File: src/rtl/st_act_pkg.sv
package st_act_pkg;

    localparam int INFO_W  = 3;
    localparam int NIB_W   = 4;
    localparam int AR_BIT  = 3;
    localparam int ACT_BIT = 3;
    localparam int ERR_BIT = 2;
    localparam int MF_BIT  = 1;
    localparam int FS_BIT  = 0;

    typedef enum logic [INFO_W-1:0] {
        INFO0   = 3'd0,
        INFO1   = 3'd1,
        INFO2   = 3'd2,
        INFO3   = 3'd3,
        INFO4   = 3'd4,
        INFO_BAD = 3'd7
    } info_t;

    typedef enum logic [2:0] {
        S_IDLE     = 3'd0,
        S_NT_WAKE  = 3'd1,
        S_TE_REQ   = 3'd2,
        S_TE_ALIGN = 3'd3,
        S_ACTIVE   = 3'd4
    } loop_st_t;

    typedef struct packed {
        logic act;
        logic err;
        logic mf;
        logic fs;
    } stat_t;

    function automatic info_t decode_info(input logic [INFO_W-1:0] code);
        case (code)
            3'd0:    return INFO0;
            3'd1:    return INFO1;
            3'd2:    return INFO2;
            3'd3:    return INFO3;
            3'd4:    return INFO4;
            default: return INFO_BAD;
        endcase
    endfunction

    function automatic info_t level_of(input loop_st_t st, input logic te);
        case (st)
            S_IDLE:     return INFO0;
            S_NT_WAKE:  return INFO2;
            S_TE_REQ:   return INFO1;
            S_TE_ALIGN: return INFO3;
            S_ACTIVE:   return te ? INFO3 : INFO4;
            default:    return INFO0;
        endcase
    endfunction

    function automatic loop_st_t nt_step(input loop_st_t st, input info_t rx,
                                         input logic ar);
        loop_st_t nx;
        nx = st;
        case (st)
            S_IDLE:    if (ar || rx == INFO1) nx = S_NT_WAKE;
            S_NT_WAKE: if (rx == INFO3)       nx = S_ACTIVE;
            S_ACTIVE:  nx = S_ACTIVE;
            default:   nx = S_IDLE;
        endcase
        return nx;
    endfunction

    function automatic loop_st_t te_step(input loop_st_t st, input info_t rx,
                                         input logic ar);
        loop_st_t nx;
        nx = st;
        case (st)
            S_IDLE:     if (ar)          nx = S_TE_REQ;
            S_TE_REQ:   if (rx == INFO2) nx = S_TE_ALIGN;
            S_TE_ALIGN: if (rx == INFO4) nx = S_ACTIVE;
            S_ACTIVE:   nx = S_ACTIVE;
            default:    nx = S_IDLE;
        endcase
        return nx;
    endfunction

endpackage

File: src/rtl/st_ctrl_nib.sv
module st_ctrl_nib
    import st_act_pkg::*;
#(
    parameter int W   = NIB_W,
    parameter int ARB = AR_BIT
) (
    input  logic         clk,
    input  logic         rst,
    input  logic         sw_rst,
    input  logic         we,
    input  logic [W-1:0] wdata,
    input  logic         active,
    output logic [W-1:0] ctl,
    output logic         ar
);

    logic [W-1:0] ctl_q;
    logic [W-1:0] ctl_d;

    always_comb begin
        ctl_d = ctl_q;
        if (we) begin
            ctl_d = wdata;
        end
        if (active) begin
            ctl_d[ARB] = 1'b0;
        end
    end

    always_ff @(posedge clk) begin
        if (rst || sw_rst) begin
            ctl_q <= '0;
        end else begin
            ctl_q <= ctl_d;
        end
    end

    assign ctl = ctl_q;
    assign ar  = ctl_q[ARB];

    AST_AR_SELF_CLEAR: assert property (@(posedge clk) disable iff (rst)
        active |=> !ctl_q[ARB]) else $error("request survived active");

    AST_LOW_BITS_WRITE: assert property (@(posedge clk) disable iff (rst || sw_rst)
        we |=> ctl_q[ARB-1:0] == $past(wdata[ARB-1:0])) else $error("write lost");

endmodule

File: src/rtl/st_act_fsm.sv
module st_act_fsm
    import st_act_pkg::*;
(
    input  logic               clk,
    input  logic               rst,
    input  logic               sw_rst,
    input  logic               mode_te,
    input  logic [INFO_W-1:0]  rx_code,
    input  logic               ar,
    input  logic               frame_sync,
    output logic [INFO_W-1:0]  tx_code,
    output logic               active,
    output logic               err
);

    loop_st_t st_q;
    loop_st_t st_d;
    loop_st_t st_nt;
    loop_st_t st_te;
    info_t    rx;
    logic     err_q;
    logic     err_d;

    assign rx    = decode_info(rx_code);
    assign st_nt = nt_step(st_q, rx, ar);
    assign st_te = te_step(st_q, rx, ar);

    always_comb begin
        st_d = mode_te ? st_te : st_nt;
    end

    // Error tracks sync loss only once the loop has been active for a cycle
    always_comb begin
        err_d = 1'b0;
        if (st_q == S_ACTIVE) begin
            err_d = !frame_sync;
        end
    end

    always_ff @(posedge clk) begin
        if (rst || sw_rst) begin
            st_q  <= S_IDLE;
            err_q <= 1'b0;
        end else begin
            st_q  <= st_d;
            err_q <= err_d;
        end
    end

    assign tx_code = level_of(st_q, mode_te);
    assign active  = (st_q == S_ACTIVE);
    assign err     = err_q;

    AST_ACTIVE_STICKY: assert property (@(posedge clk) disable iff (rst || sw_rst)
        active |=> active) else $error("left active without reset");

    AST_ERR_RISE_CAUSE: assert property (@(posedge clk) disable iff (rst || sw_rst)
        $rose(err_q) |-> $past(!frame_sync)) else $error("error without sync loss");

    AST_IDLE_EXIT_CAUSE: assert property (@(posedge clk) disable iff (rst || sw_rst)
        (st_q == S_IDLE && !ar && (mode_te || rx != INFO1)) |=> st_q == S_IDLE)
        else $error("idle left without request");

endmodule

File: src/rtl/st_status_nib.sv
module st_status_nib
    import st_act_pkg::*;
(
    input  logic             clk,
    input  logic             rst,
    input  logic             sw_rst,
    input  logic             mode_te,
    input  logic             frame_sync,
    input  logic             mf_sync,
    input  logic             active,
    input  logic             err,
    output logic [NIB_W-1:0] stat
);

    logic  fs_q;
    logic  mf_q;
    stat_t s;

    always_ff @(posedge clk) begin
        if (rst || sw_rst) begin
            fs_q <= 1'b0;
            mf_q <= 1'b0;
        end else begin
            fs_q <= frame_sync;
            mf_q <= mode_te & mf_sync;
        end
    end

    always_comb begin
        s.act = active;
        s.err = err;
        s.mf  = mf_q;
        s.fs  = fs_q;
    end

    assign stat = s;

    AST_NT_NO_MF: assert property (@(posedge clk) disable iff (rst)
        !mode_te |=> !stat[MF_BIT]) else $error("mf set in NT");

endmodule

File: src/rtl/st_loop_act.sv
module st_loop_act
    import st_act_pkg::*;
(
    input  logic        clk,
    input  logic        rst,
    input  logic        sw_rst,
    input  logic        mode_te,
    input  logic [2:0]  rx_info,
    input  logic        frame_sync,
    input  logic        mf_sync,
    input  logic        ctl_we,
    input  logic [3:0]  ctl_wdata,
    output logic [2:0]  tx_info,
    output logic [3:0]  stat_nib,
    output logic [3:0]  ctl_nib
);

    logic active;
    logic err;
    logic ar;

    st_ctrl_nib #(.W(NIB_W), .ARB(AR_BIT)) u_ctl (
        .clk    (clk),
        .rst    (rst),
        .sw_rst (sw_rst),
        .we     (ctl_we),
        .wdata  (ctl_wdata),
        .active (active),
        .ctl    (ctl_nib),
        .ar     (ar)
    );

    st_act_fsm u_fsm (
        .clk        (clk),
        .rst        (rst),
        .sw_rst     (sw_rst),
        .mode_te    (mode_te),
        .rx_code    (rx_info),
        .ar         (ar),
        .frame_sync (frame_sync),
        .tx_code    (tx_info),
        .active     (active),
        .err        (err)
    );

    st_status_nib u_stat (
        .clk        (clk),
        .rst        (rst),
        .sw_rst     (sw_rst),
        .mode_te    (mode_te),
        .frame_sync (frame_sync),
        .mf_sync    (mf_sync),
        .active     (active),
        .err        (err),
        .stat       (stat_nib)
    );

    AST_ACT_LEVEL: assert property (@(posedge clk) disable iff (rst)
        stat_nib[ACT_BIT] |-> tx_info == (mode_te ? 3'd3 : 3'd4))
        else $error("active with wrong level");

    AST_ERR_NEEDS_ACT: assert property (@(posedge clk) disable iff (rst)
        stat_nib[ERR_BIT] |-> stat_nib[ACT_BIT]) else $error("error outside active");

    AST_ERR_HOLDS_TX: assert property (@(posedge clk) disable iff (rst || sw_rst)
        stat_nib[ERR_BIT] |=> $stable(tx_info)) else $error("level moved in error");

    AST_SOFT_RESET: assert property (@(posedge clk) disable iff (rst)
        sw_rst |=> (ctl_nib == 4'd0 && stat_nib == 4'd0 && tx_info == 3'd0))
        else $error("software reset incomplete");

endmodule

File: config.mk
export PLATFORM = sky130hd
export DESIGN_NAME = st_loop_act
export DESIGN_NICKNAME = d
export VERILOG_FILES = /design/src/rtl/st_act_pkg.sv /design/src/rtl/st_ctrl_nib.sv /design/src/rtl/st_act_fsm.sv /design/src/rtl/st_status_nib.sv /design/src/rtl/st_loop_act.sv
export SDC_FILE = /design/constraint.sdc
export NUM_CORES = 1
export LEC_CHECK = 0
export ABC_CLOCK_PERIOD_IN_PS = 1200
export BUFFER_PORTS_ARGS = -buffer_cell sky130_fd_sc_hd__buf_2
export CORE_UTILIZATION = 39
export CTS_CLUSTER_DIAMETER = 120
export DETAILED_ROUTE_END_ITERATION = 8
export HOLD_SLACK_MARGIN = 0.15
export PLACE_DENSITY = 0.73
export SYNTH_ARGS = -nofsm -noshare
export SYNTH_HDL_FRONTEND = slang
export SYNTH_SLANG_ARGS = --single-unit
File: constraint.sdc
create_clock -name clk -period 1.2 [get_ports clk]
set_input_delay 0.3 -clock clk [delete_from_list [all_inputs] [get_ports clk]]
set_output_delay 0.3 -clock clk [all_outputs]
set_load 0.01 [all_outputs]
Word-level counts from Yosys, hierarchy flattened
Cells that the tools add are included.
{ "totals": {"mem_bits_ro": 0, "out_inout_bits": 11, "inputBits": 14, "mem_count": 0, "latch_bits": 0, "ram_bits": 0, "regBits": 10} }
{ "op_classes": {"eq_ne": 17, "n_addsub": 0, "n_mux": 11, "reduce_logical": 8, "shifts": 0, "n_lt_le_gt_ge": 0, "n_mul": 0, "n_bitwise": 2, "n_div": 0} }
{ "ops": {"columns": ["op", "n"], "rows": [
  ["case mux 3 bit (4 select lines)", 2],
  ["2-to-1 mux 3 bit", 7],
  ["equality test 3 x 2 -> 1 bit (second input constant)", 6],
  ["case mux 3 bit (5 select lines)", 1],
  ["!= test 3 x 2 -> 1 bit (second input constant)", 4],
  ["equality test 3 x 1 -> 1 bit (second input constant)", 3],
  ["equality test 3 bit (second input constant)", 3],
  ["case mux 3 bit (3 select lines)", 1],
  ["zero test 3 bit", 2],
  ["AND reduction 5 bit", 1],
  ["OR reduction 2 bit", 2],
  ["!= test 3 bit (second input constant)", 1],
  ["logical OR 1 bit", 2],
  ["AND 1 bit", 1],
  ["zero test 1 bit", 1],
  ["NOT 1 bit", 1]
]} }

Depth between registers and ports, before layout
Gate-level depths: netlist of the first run.
{ "logic_depth": {"depth_word": 7, "ltp_mapped": 6} }

Hierarchy
A second synthesis of the first run with hierarchy kept.
{ "unflattened": {"hier_cells": 59, "area_unflattened_um2": 534.3} }
{ "by_module_without_submodules": {"columns": ["mod", "cells_each", "area_per_inst_um2", "instances"], "rows": [
  ["st_act_fsm", 37, 284.0, 1],
  ["st_ctrl_nib", 14, 160.2, 1],
  ["st_status_nib", 8, 90.1, 1]
]} }

Least setup slack after synthesis of the first run
OpenSTA, ideal clock, no wires.
{ "synth_path": {"kind": "input to register", "startpoint": "in mode_te", "endpoint": "reg u_fsm.st_q[0]", "slack_ps": 54, "t_arrival_ps": 1074, "n_path_buf": 1, "path_stages": 5, "t_required_ps": 1128, "setup_time_ps": 72, "path_cell_list": "buf_2 > nor3_2 > o311ai_1 > a32oi_2 > mux2i_1"} }
{ "synth_between": {"elab_chain_len": 2} }
{ "synth_lines": {"columns": ["element", "line", "source"], "rows": [
  ["start: declaration", "st_loop_act.sv:7", "input logic mode_te,"],
  ["!= test 3 x 2 -> 1 bit (no line) or != test 3 bit (tied branches)", null, null],
  ["AND reduction 5 bit (no line)", null, null],
  ["end signal: assignment", "st_act_fsm.sv:45", "st_q <= st_d;"],
  ["end: declaration", "st_act_fsm.sv:16", "loop_st_t st_q;"]
]} }
Several ways; a longest one is shown, not always the timed one.
A chain may end at the register's enable or synchronous reset.

Worst setup path in the final report of the first run
{ "layout_path": {"startpoint": "reg u_fsm.st_q[2]", "endpoint": "out tx_info[1]"} }
{ "layout_between": {"elab_chain_len": 2} }
{ "layout_lines": {"columns": ["element", "line", "source"], "rows": [
  ["equality test 3 bit (tied with other cells)", "st_act_pkg.sv:47", "case (st)"],
  ["case mux 3 bit (4 select lines) *", "st_act_pkg.sv:47", null],
  ["end: declaration", "st_loop_act.sv:13", "output logic [2:0] tx_info,"]
]} }
Every way passes the cells marked *; elsewhere a longest branch is shown, timed or not.

==> results of run 1 <==
-- worst max-delay path, cell delays in order, from the launching register on --
cell and delay (ns):
dfxtp_2 0.37, and2b_2 0.25, a21o_1 0.18, buf_6 0.13
-- synth_stat cells, drive strengths merged, types with 2 or more instances --
cell / instances / area share
nand2: 4 / 0.028
a21o: 2 / 0.028
a21oi: 2 / 0.019
clkbuf: 2 / 0.014
nand3: 2 / 0.019
nor3: 4 / 0.047
buf: 7 / 0.10
mux2i: 5 / 0.094
nor2: 8 / 0.056
inv: 3 / 0.021
dfxtp: 10 / 0.37
-- state kept, by name (all words and copies together) (netlist names) --
signal and count:
u_stat.fs_q 1, u_fsm.err 1, u_fsm.st_q 3, u_ctl.ctl 4, u_stat.mf_q 1
-- power breakdown --
part	switching [mW]	internal, mW	total (mW)
combinational	0.0590	0.0623	0.121
sequential	0.00585	0.337	0.343
clock	0.121	0.116	0.237
total	0.186	0.516	0.702
-- final timing paths --
kind	startpoint	end	slack (ns)	depth (start not counted)
worst max-delay path	u_fsm.st_q[2]	tx_info[1]	-0.30	3
worst min-delay path	frame_sync	u_fsm.err	0.20	2
worst max register to register	u_fsm.st_q[1]	u_fsm.st_q[0]	-0.15	5
worst min register to register	u_ctl.ctl[2]	u_ctl.ctl[2]	0.50	2
-- layer usage --
metal,up-vias,global-route usage,wire length [um]
met4,0,0.155,63
met1,249,0.210,550
met5,-,0,0
met3,7,0.116,102
met2,23,0.263,690
li1,265,-,-
-- kinds of logic (layout without fill, tap and decap cells) --
kind of cell | after synthesis | count (layout) | synth area share
AO/OA/AOI/OAI | 9 | 9 | 0.129
XOR/XNOR | 2 | 2 | 0.0328
buffers and inverters | 12 | 41 | 0.136
flip-flops | 10 | 10 | 0.375
multiplexers | 5 | 5 | 0.0937
AND/OR/NAND/NOR | 24 | 24 | 0.234
-- layout make-up --
cell class,instances,area [um^2]
well taps,14,17.5
inverters,3,11.3
fillers,98,432
multi-input cells,40,279
clock buffers,3,22.5
flip-flops and latches,10,209
repair buffers,35,215
-- timing repair --
action	4_1_cts	5_1_grt
resized for setup	8	4
endpoints found under the setup margin	6	6
gates cloned	0	0
pin swaps	4	2
buffers inserted	4	1
-- cells in the final DEF (no fill, tap or decap), drive strengths merged, types with 2 or more instances in the layout --
master and instances:
nand3 2, buf 35, a21o 2, nor2 8
mux2i 5, dfxtp 10, clkbuf 3, inv 3
nand2 4, a21oi 2, nor3 4
-- stage by stage --
stage / util / setup slack, ns / total power [mW]
2_1_floorplan: - / 0.0544 / 0.416
3_3_place_gp: 0.553 / -0.0290 / 0.456
3_5_place_dp: 0.553 / -0.0375 / 0.459
4_1_cts: 0.616 / -0.238 / 0.688
5_1_grt: 0.636 / -0.310 / 0.726
6_report: 0.636 / -0.297 / 0.702
==> flow_metrics.py, run 1 <==
metrics = {
    "timing": {
        "period_needed_ns": 1.50,
        "setup_ws_ns": -0.297,
        "setup_violations": 6,
        "slew_headroom": 0.813,
        "hold-worst-slack_ns": 0.196,
        "worst_pin_slew_ns": 0.280,
        "skew_ns": 0.000683,
        "period_share": 1.25,
        "maxSlewViolCount": 0,
        "max_freq_mhz": 668,
        "rsz0062_at_grt": "true",
        "setup_tns_ns": -1.21,
        "hold_viol": 0,
    },
    "clock_tree": {
        "cts_num_sinks": 10,
        "htreeDepth": 1,
        "root_buffer": "clkbuf_4",
        "clk_latency_ns": 0.27,
        "clk_pin_slew_ns": 0.06,
        "cts_tree": "built",
        "cts_buffers": 3,
        "cts_buffer_depth": 2,
        "ctsHoldBuffers": 0,
    },
    "route": {
        "viasPerCell": 5.18,
        "vias": 544,
        "dr.first_iter.drc_count": 17,
        "drc_errors": 0,
        "antenna_left": 0,
        "avgRoutedWirePerCell_um": 13.4,
        "first_pass_iters": 4,
        "routed_wl_um": 1410,
    },
    "critical_path": {
        "cp-start-kind": "flop",
        "cp.arrival_ns": 1.20,
        "crit_path_end_kind": "primary output",
        "cp_max_fo": 4,
        "required_ns": 0.90,
        "path_class": "reg -> out",
    },
    "min_path": {
        "hold_path.class": "in -> reg",
    },
    "placement": {
        "dp_hpwl_um": 933,
        "port_buffers": 24,
        "gp_congestion": 0.894,
        "postPlaceCellArea_um2": 656,
        "dp_cells": 97,
    },
    "floorplan": {
        "die-area_um2": 1520,
        "rows": 12,
        "die_h_um": 39.0,
        "die_w_um": 39.0,
        "start_util": 0.450,
        "core_um2": 1190,
        "io_pins": 25,
    },
    "grt": {
        "grt_overflow": 0,
        "antenna_found_initial": 0,
        "grt_pass1_wl_um": 1810,
        "grt_usage": 0.193,
        "grt_max_degree": 8,
        "grt_pass1_vias": 435,
    },
    "yosys": {
        "synthArstFlopShare": 0,
        "ys_ff_latch": 10,
        "ys_types": 28,
        "syn-num-nets": 76,
        "syn_area_per_cell_um2": 8.62,
        "yosysSeqAreaShare": 0.375,
        "syn_inst": 62,
        "synth-main-ff-cell": "dfxtp_1",
        "synth_edf_count": 0,
        "yosysWarnings": 0,
        "synth_area_um2": 534,
    },
    "power_and_ir_drop": {
        "power_density_nw_per_um2": 930,
        "max-vdd-ir-drop_mv": 0.647,
        "leakagePower_nw": 0.385,
    },
    "status": {
        "status": "finished with violations",
        "violations": "negative setup slack",
    },
    "final_layout": {
        "layout-drive-gt1-share": 0.538,
        "antenna_cells": 0,
        "finalNonFillerCells": 105,
        "layout.nets": 107,
        "final_area_um2": 754,
        "syn_to_final_growth_pct": 41.2,
    },
    "run": {
        "maxCapViolCount": 0,
    },
}
Power figures use the tool's default switching activity.
==> inputs of run 2 (changes only) <==
--- a/config.mk
+++ b/config.mk
@@ -7,11 +7,13 @@
 export LEC_CHECK = 0
 export ABC_CLOCK_PERIOD_IN_PS = 1200
 export BUFFER_PORTS_ARGS = -buffer_cell sky130_fd_sc_hd__buf_2
-export CORE_UTILIZATION = 39
+export CELL_PAD_IN_SITES_DETAIL_PLACEMENT = 0
+export CELL_PAD_IN_SITES_GLOBAL_PLACEMENT = 1
+export CORE_UTILIZATION = 27
 export CTS_CLUSTER_DIAMETER = 120
 export DETAILED_ROUTE_END_ITERATION = 8
 export HOLD_SLACK_MARGIN = 0.15
-export PLACE_DENSITY = 0.73
+export PLACE_DENSITY = 0.71
 export SYNTH_ARGS = -nofsm -noshare
 export SYNTH_HDL_FRONTEND = slang
 export SYNTH_SLANG_ARGS = --single-unit
==> flow_metrics.py, run 2 (synthesis gave the netlist of run 1 again) <==
metrics = {
    "critical_path": {
        "crit_path_cell_trace": "and2b_2 -> a21o_1 -> buf_2",
        "cp_max_fo": 4,
        "required_ns": 0.90,
        "cp-start-kind": "flop",
        "r2r_end": "u_fsm.st_q[0]",
        "cp.arrival_ns": 1.13,
        "path_class": "reg -> out",
        "cp_slowest_cell": "dfxtp_4",
        "path_depth": 3,
        "reg2reg_depth": 5,
        "rr_startpoint": "u_fsm.st_q[1]",
        "path_buf_inv": 1,
        "reg2reg_slack_ns": -0.14,
        "cpPeakStageDelay_ns": 0.36,
        "critical-path-top-delay-family": "flip-flops",
        "crit_path_end_kind": "primary output",
    },
    "route": {
        "vias": 497,
        "dr.first_iter.drc_count": 11,
        "routed_wl_um": 1310,
        "first_pass_iters": 2,
        "viasPerCell": 4.28,
        "drc_errors": 0,
        "antenna_left": 0,
        "avgRoutedWirePerCell_um": 11.3,
    },
    "floorplan": {
        "die_h_um": 46.5,
        "die_w_um": 46.5,
        "die-area_um2": 2160,
        "start_util": 0.300,
        "core_um2": 1780,
        "rows": 15,
        "io_pins": 25,
    },
    "final_layout": {
        "largest_reg_flops": 4,
        "layout.nets": 107,
        "layout-drive-gt1-share": 0.560,
        "syn_to_final_growth_pct": 47.3,
        "layout_common_cells": "23 x buf_2, 9 x buf_4, 7 x nor2_1, 7 x dfxtp_1, 5 x mux2i_1",
        "antenna_cells": 0,
        "final_area_um2": 787,
        "utilization": 0.441,
        "final_common_cell": "buf_2",
    },
    "clock_tree": {
        "cts_num_sinks": 10,
        "cts_buffer_depth": 2,
        "ctsHoldBuffers": 0,
        "htreeDepth": 1,
        "cts_tree": "built",
        "cts_buffers": 3,
        "clk_pin_slew_ns": 0.06,
        "root_buffer": "clkbuf_4",
        "clk_latency_ns": 0.26,
    },
    "timing": {
        "hold_viol": 0,
        "hold-worst-slack_ns": 0.211,
        "setup_ws_ns": -0.227,
        "setup_violations": 6,
        "max_freq_mhz": 701,
        "maxSlewViolCount": 0,
        "worst_pin_slew_ns": 0.278,
        "period_needed_ns": 1.43,
        "period_share": 1.19,
        "slew_headroom": 0.814,
        "rsz0062_at_grt": "true",
        "skew_ns": 0.00357,
    },
    "power_and_ir_drop": {
        "sequentialPowerShare": 0.501,
        "intPower_mw": 0.512,
        "power_density_nw_per_um2": 863,
        "power_frac_comb": 0.176,
        "p_sw_mw": 0.168,
        "p_sw_frac": 0.247,
        "max-vdd-ir-drop_mv": 0.476,
        "power_frac_clock": 0.323,
        "leakagePower_nw": 0.382,
    },
    "grt": {
        "grt_util_met1": 0.169,
        "busiest_layer": "met2",
        "grt_usage": 0.127,
        "grt_overflow": 0,
        "grt_pass1_wl_um": 1900,
        "use_met2": 0.178,
        "grt_max_degree": 8,
        "grt_use_met3": 0.0745,
        "antenna_found_initial": 0,
        "grt_pass1_vias": 442,
    },
    "status": {
        "violations": "negative setup slack",
        "status": "finished with violations",
    },
    "min_path": {
        "hold_depth": 2,
        "hold_path.class": "in -> reg",
        "hold_start": "frame_sync",
        "min_to": "u_fsm.err",
    },
    "placement": {
        "port_buffers": 24,
        "gp_congestion": 0.762,
        "dp_hpwl_um": 903,
        "postPlaceCellArea_um2": 684,
    },
    "run": {
        "maxCapViolCount": 0,
    },
}
## run 2: cell counts in the layout (fill, tap and decap cells not counted)
No cell type changed its count.
## run 2: what timing repair did
| item | CTS | global route |
|---|---|---|
| endpoints found under the hold margin | 0 | 0 |
| setup buffers | 2 | 2 |
| pin swaps | 3 | 7 |
| resized for setup | 6 | 11 |
| endpoints found under the setup margin | 6 | 7 |
| cloned | 0 | 0 |
## run 2: layer usage
metal	share of wire	routed length, um
met5	0	0
met4	0	0
met3	0.054	71
met2	0.50	659
met1	0.44	576
## run 2: stage by stage
stage	total power, mW	setup TNS (ns)	cells	setup WS (ns)
after floorplan	0.416	0	62	0.0544
after global placement	0.458	-0.107	110	-0.0585
after detailed placement	0.458	-0.0581	110	-0.0449
after CTS	0.685	-1.05	115	-0.241
after global routing	0.726	-1.51	116	-0.321
final	0.679	-1.01	116	-0.227
## run 2: power by group through the flow
stage                     clock network [mW]  registers, mW  logic (mW)
final                                  0.219          0.340       0.120
after global routing                   0.253          0.342       0.132
after CTS                              0.233          0.343       0.108
after detailed placement                   0          0.354       0.104
after global placement                     0          0.354       0.104
after floorplan                            0          0.355      0.0611
## run 2: layout make-up
class | instances | area (um^2)
Fill cell | 188 | 996
Multi-Input combinational cell | 40 | 294
Timing Repair Buffer | 35 | 216
Sequential cell | 10 | 211
Tap cell | 25 | 31.3
Clock buffer | 3 | 22.5
Inverter | 3 | 11.3
## run 2: worst max path at each step
stage,from,slack [ns],to
3_5_place_dp,u_fsm.st_q[2],-0.04,tx_info[1]
6_report,u_fsm.st_q[2],-0.23,tx_info[1]
4_1_cts,u_fsm.st_q[1],-0.24,tx_info[2]
2_1_floorplan,mode_te,0.05,u_fsm.st_q[0]
3_3_place_gp,rx_info[1],-0.06,u_fsm.st_q[2]
5_1_grt,u_fsm.st_q[1],-0.32,tx_info[0]
==> inputs of run 3 (changes only) <==
--- a/config.mk
+++ b/config.mk
@@ -14,6 +14,7 @@
 export DETAILED_ROUTE_END_ITERATION = 8
 export HOLD_SLACK_MARGIN = 0.15
 export PLACE_DENSITY = 0.71
+export REMOVE_ABC_BUFFERS = 1
 export SYNTH_ARGS = -nofsm -noshare
 export SYNTH_HDL_FRONTEND = slang
 export SYNTH_SLANG_ARGS = --single-unit
==> flow_metrics.py, run 3 (synthesis gave the netlist of run 1 again) <==
metrics = {
    "floorplan": {
        "core_um2": 1780,
        "die_h_um": 46.5,
        "die_w_um": 46.5,
        "start_util": 0.300,
        "rows": 15,
        "io_pins": 25,
        "die-area_um2": 2160,
    },
    "status": {
        "status": "finished with violations",
        "violations": "negative setup slack",
    },
    "clock_tree": {
        "clk_latency_ns": 0.26,
        "ctsHoldBuffers": 0,
        "cts_buffers": 3,
        "root_buffer": "clkbuf_4",
        "cts_num_sinks": 10,
        "cts_tree": "built",
        "clk_pin_slew_ns": 0.06,
        "cts_buffer_depth": 2,
        "htreeDepth": 1,
    },
    "critical_path": {
        "crit_path_start": "u_fsm.st_q[2]",
        "cp-start-kind": "flop",
        "reg2reg_slack_ns": -0.13,
        "required_ns": 0.90,
        "crit_path_end_kind": "primary output",
        "cp_slowest_cell": "dfxtp_2",
        "rr_startpoint": "u_fsm.st_q[0]",
        "r2r_end": "u_fsm.st_q[0]",
        "cp_max_fo": 4,
        "cp.arrival_ns": 1.14,
        "crit_path_cell_trace": "and2b_2 -> a21o_1 -> buf_2",
        "cpPeakStageDelay_ns": 0.35,
        "reg2reg_depth": 6,
        "path_class": "reg -> out",
    },
    "placement": {
        "port_buffers": 24,
        "gp_congestion": 0.752,
        "place_ws_ns": -0.0278,
        "dp_hpwl_um": 912,
        "dp_cells": 109,
    },
    "final_layout": {
        "layout.nets": 110,
        "antenna_cells": 0,
        "layout-drive-gt1-share": 0.574,
        "finalNonFillerCells": 119,
        "largest_reg_flops": 4,
        "layout_common_cells": "23 x buf_2, 10 x buf_4, 7 x nor2_1, 7 x dfxtp_1",
        "final_common_cell": "buf_2",
        "syn_to_final_growth_pct": 51.8,
    },
    "grt": {
        "grt_pass1_vias": 463,
        "grt_overflow": 0,
        "grt_usage": 0.128,
        "grt_pass1_wl_um": 1880,
        "grt_max_degree": 8,
        "antenna_found_initial": 0,
    },
    "route": {
        "vias": 522,
        "routed_wl_um": 1240,
        "dr.first_iter.drc_count": 3,
        "antenna_left": 0,
        "drc_errors": 0,
        "viasPerCell": 4.39,
        "avgRoutedWirePerCell_um": 10.4,
        "first_pass_iters": 4,
    },
    "timing": {
        "period_needed_ns": 1.44,
        "max_freq_mhz": 696,
        "slew_headroom": 0.820,
        "setup_violations": 6,
        "skew_ns": 0.00384,
        "period_share": 1.20,
        "rsz0062_at_grt": "true",
        "setup_ws_ns": -0.238,
        "maxSlewViolCount": 0,
        "worst_pin_slew_ns": 0.268,
        "hold_viol": 0,
    },
    "power_and_ir_drop": {
        "power_density_nw_per_um2": 848,
        "max-vdd-ir-drop_mv": 0.554,
        "leakagePower_nw": 0.400,
    },
    "run": {
        "maxCapViolCount": 0,
    },
    "min_path": {
        "hold_depth": 2,
        "hold_path.class": "in -> reg",
        "min_to": "u_fsm.err",
        "hold_start": "frame_sync",
    },
}
## run 3: metal layers
| layer | GRT usage | share of wire |
|---|---|---|
| met1 | 0.134 | 0.41 |
| met2 | 0.217 | 0.54 |
| met3 | 0.0706 | 0.055 |
| met4 | 0.0353 | 0 |
| met5 | 0 | 0 |
## run 3: metrics by stage
stage | instance area, um^2 | utilization | setup TNS, ns | hold WS, ns | total power [mW]
5_1_grt | 811 | 0.455 | -1.48 | 0.201 | 0.735
3_5_place_dp | 677 | 0.380 | -0.0465 | 0.485 | 0.458
6_report | 811 | 0.455 | -1.03 | 0.207 | 0.688
3_3_place_gp | 677 | 0.380 | -0.0452 | 0.473 | 0.457
2_1_floorplan | 473 | - | 0 | 0.379 | 0.402
4_1_cts | 778 | 0.436 | -0.903 | 0.202 | 0.693
## run 3: power by group
group | switching [mW] | internal, mW
clock | 0.104 | 0.115
combinational | 0.0584 | 0.0651
sequential | 0.00526 | 0.340
total | 0.168 | 0.520
## run 3: final cells by class
class	instances	area, um^2
Fill cell	198	972
Multi-Input combinational cell	40	293
Timing Repair Buffer	38	246
Sequential cell	10	206
Tap cell	25	31.3
Clock buffer	3	22.5
Inverter	3	11.3
## run 3: timing repair
action	CTS	global route
hold endpoints to repair	0	0
resized for setup	9	6
cloned	0	0
setup endpoints to repair	5	7
buffers inserted	6	1
pin swaps	5	7
## run 3: how the worst max path moves through the flow
stage / cells past startpoint / endpoint
after floorplan: 4 / tx_info[1]
after global placement: 5 / tx_info[1]
after detailed placement: 3 / tx_info[1]
after CTS: 3 / tx_info[1]
after global routing: 6 / tx_info[0]
final: 3 / tx_info[1]
## run 3: critical path, delay by kind of cell, from the launching register on
| kind | cells | cell delay (ns) |
|---|---|---|
| DFF | 1 | 0.35 |
| and+or+nand+nor | 1 | 0.23 |
| AOI/OAI and AO/OA | 1 | 0.16 |
| buffers and inverters | 1 | 0.13 |
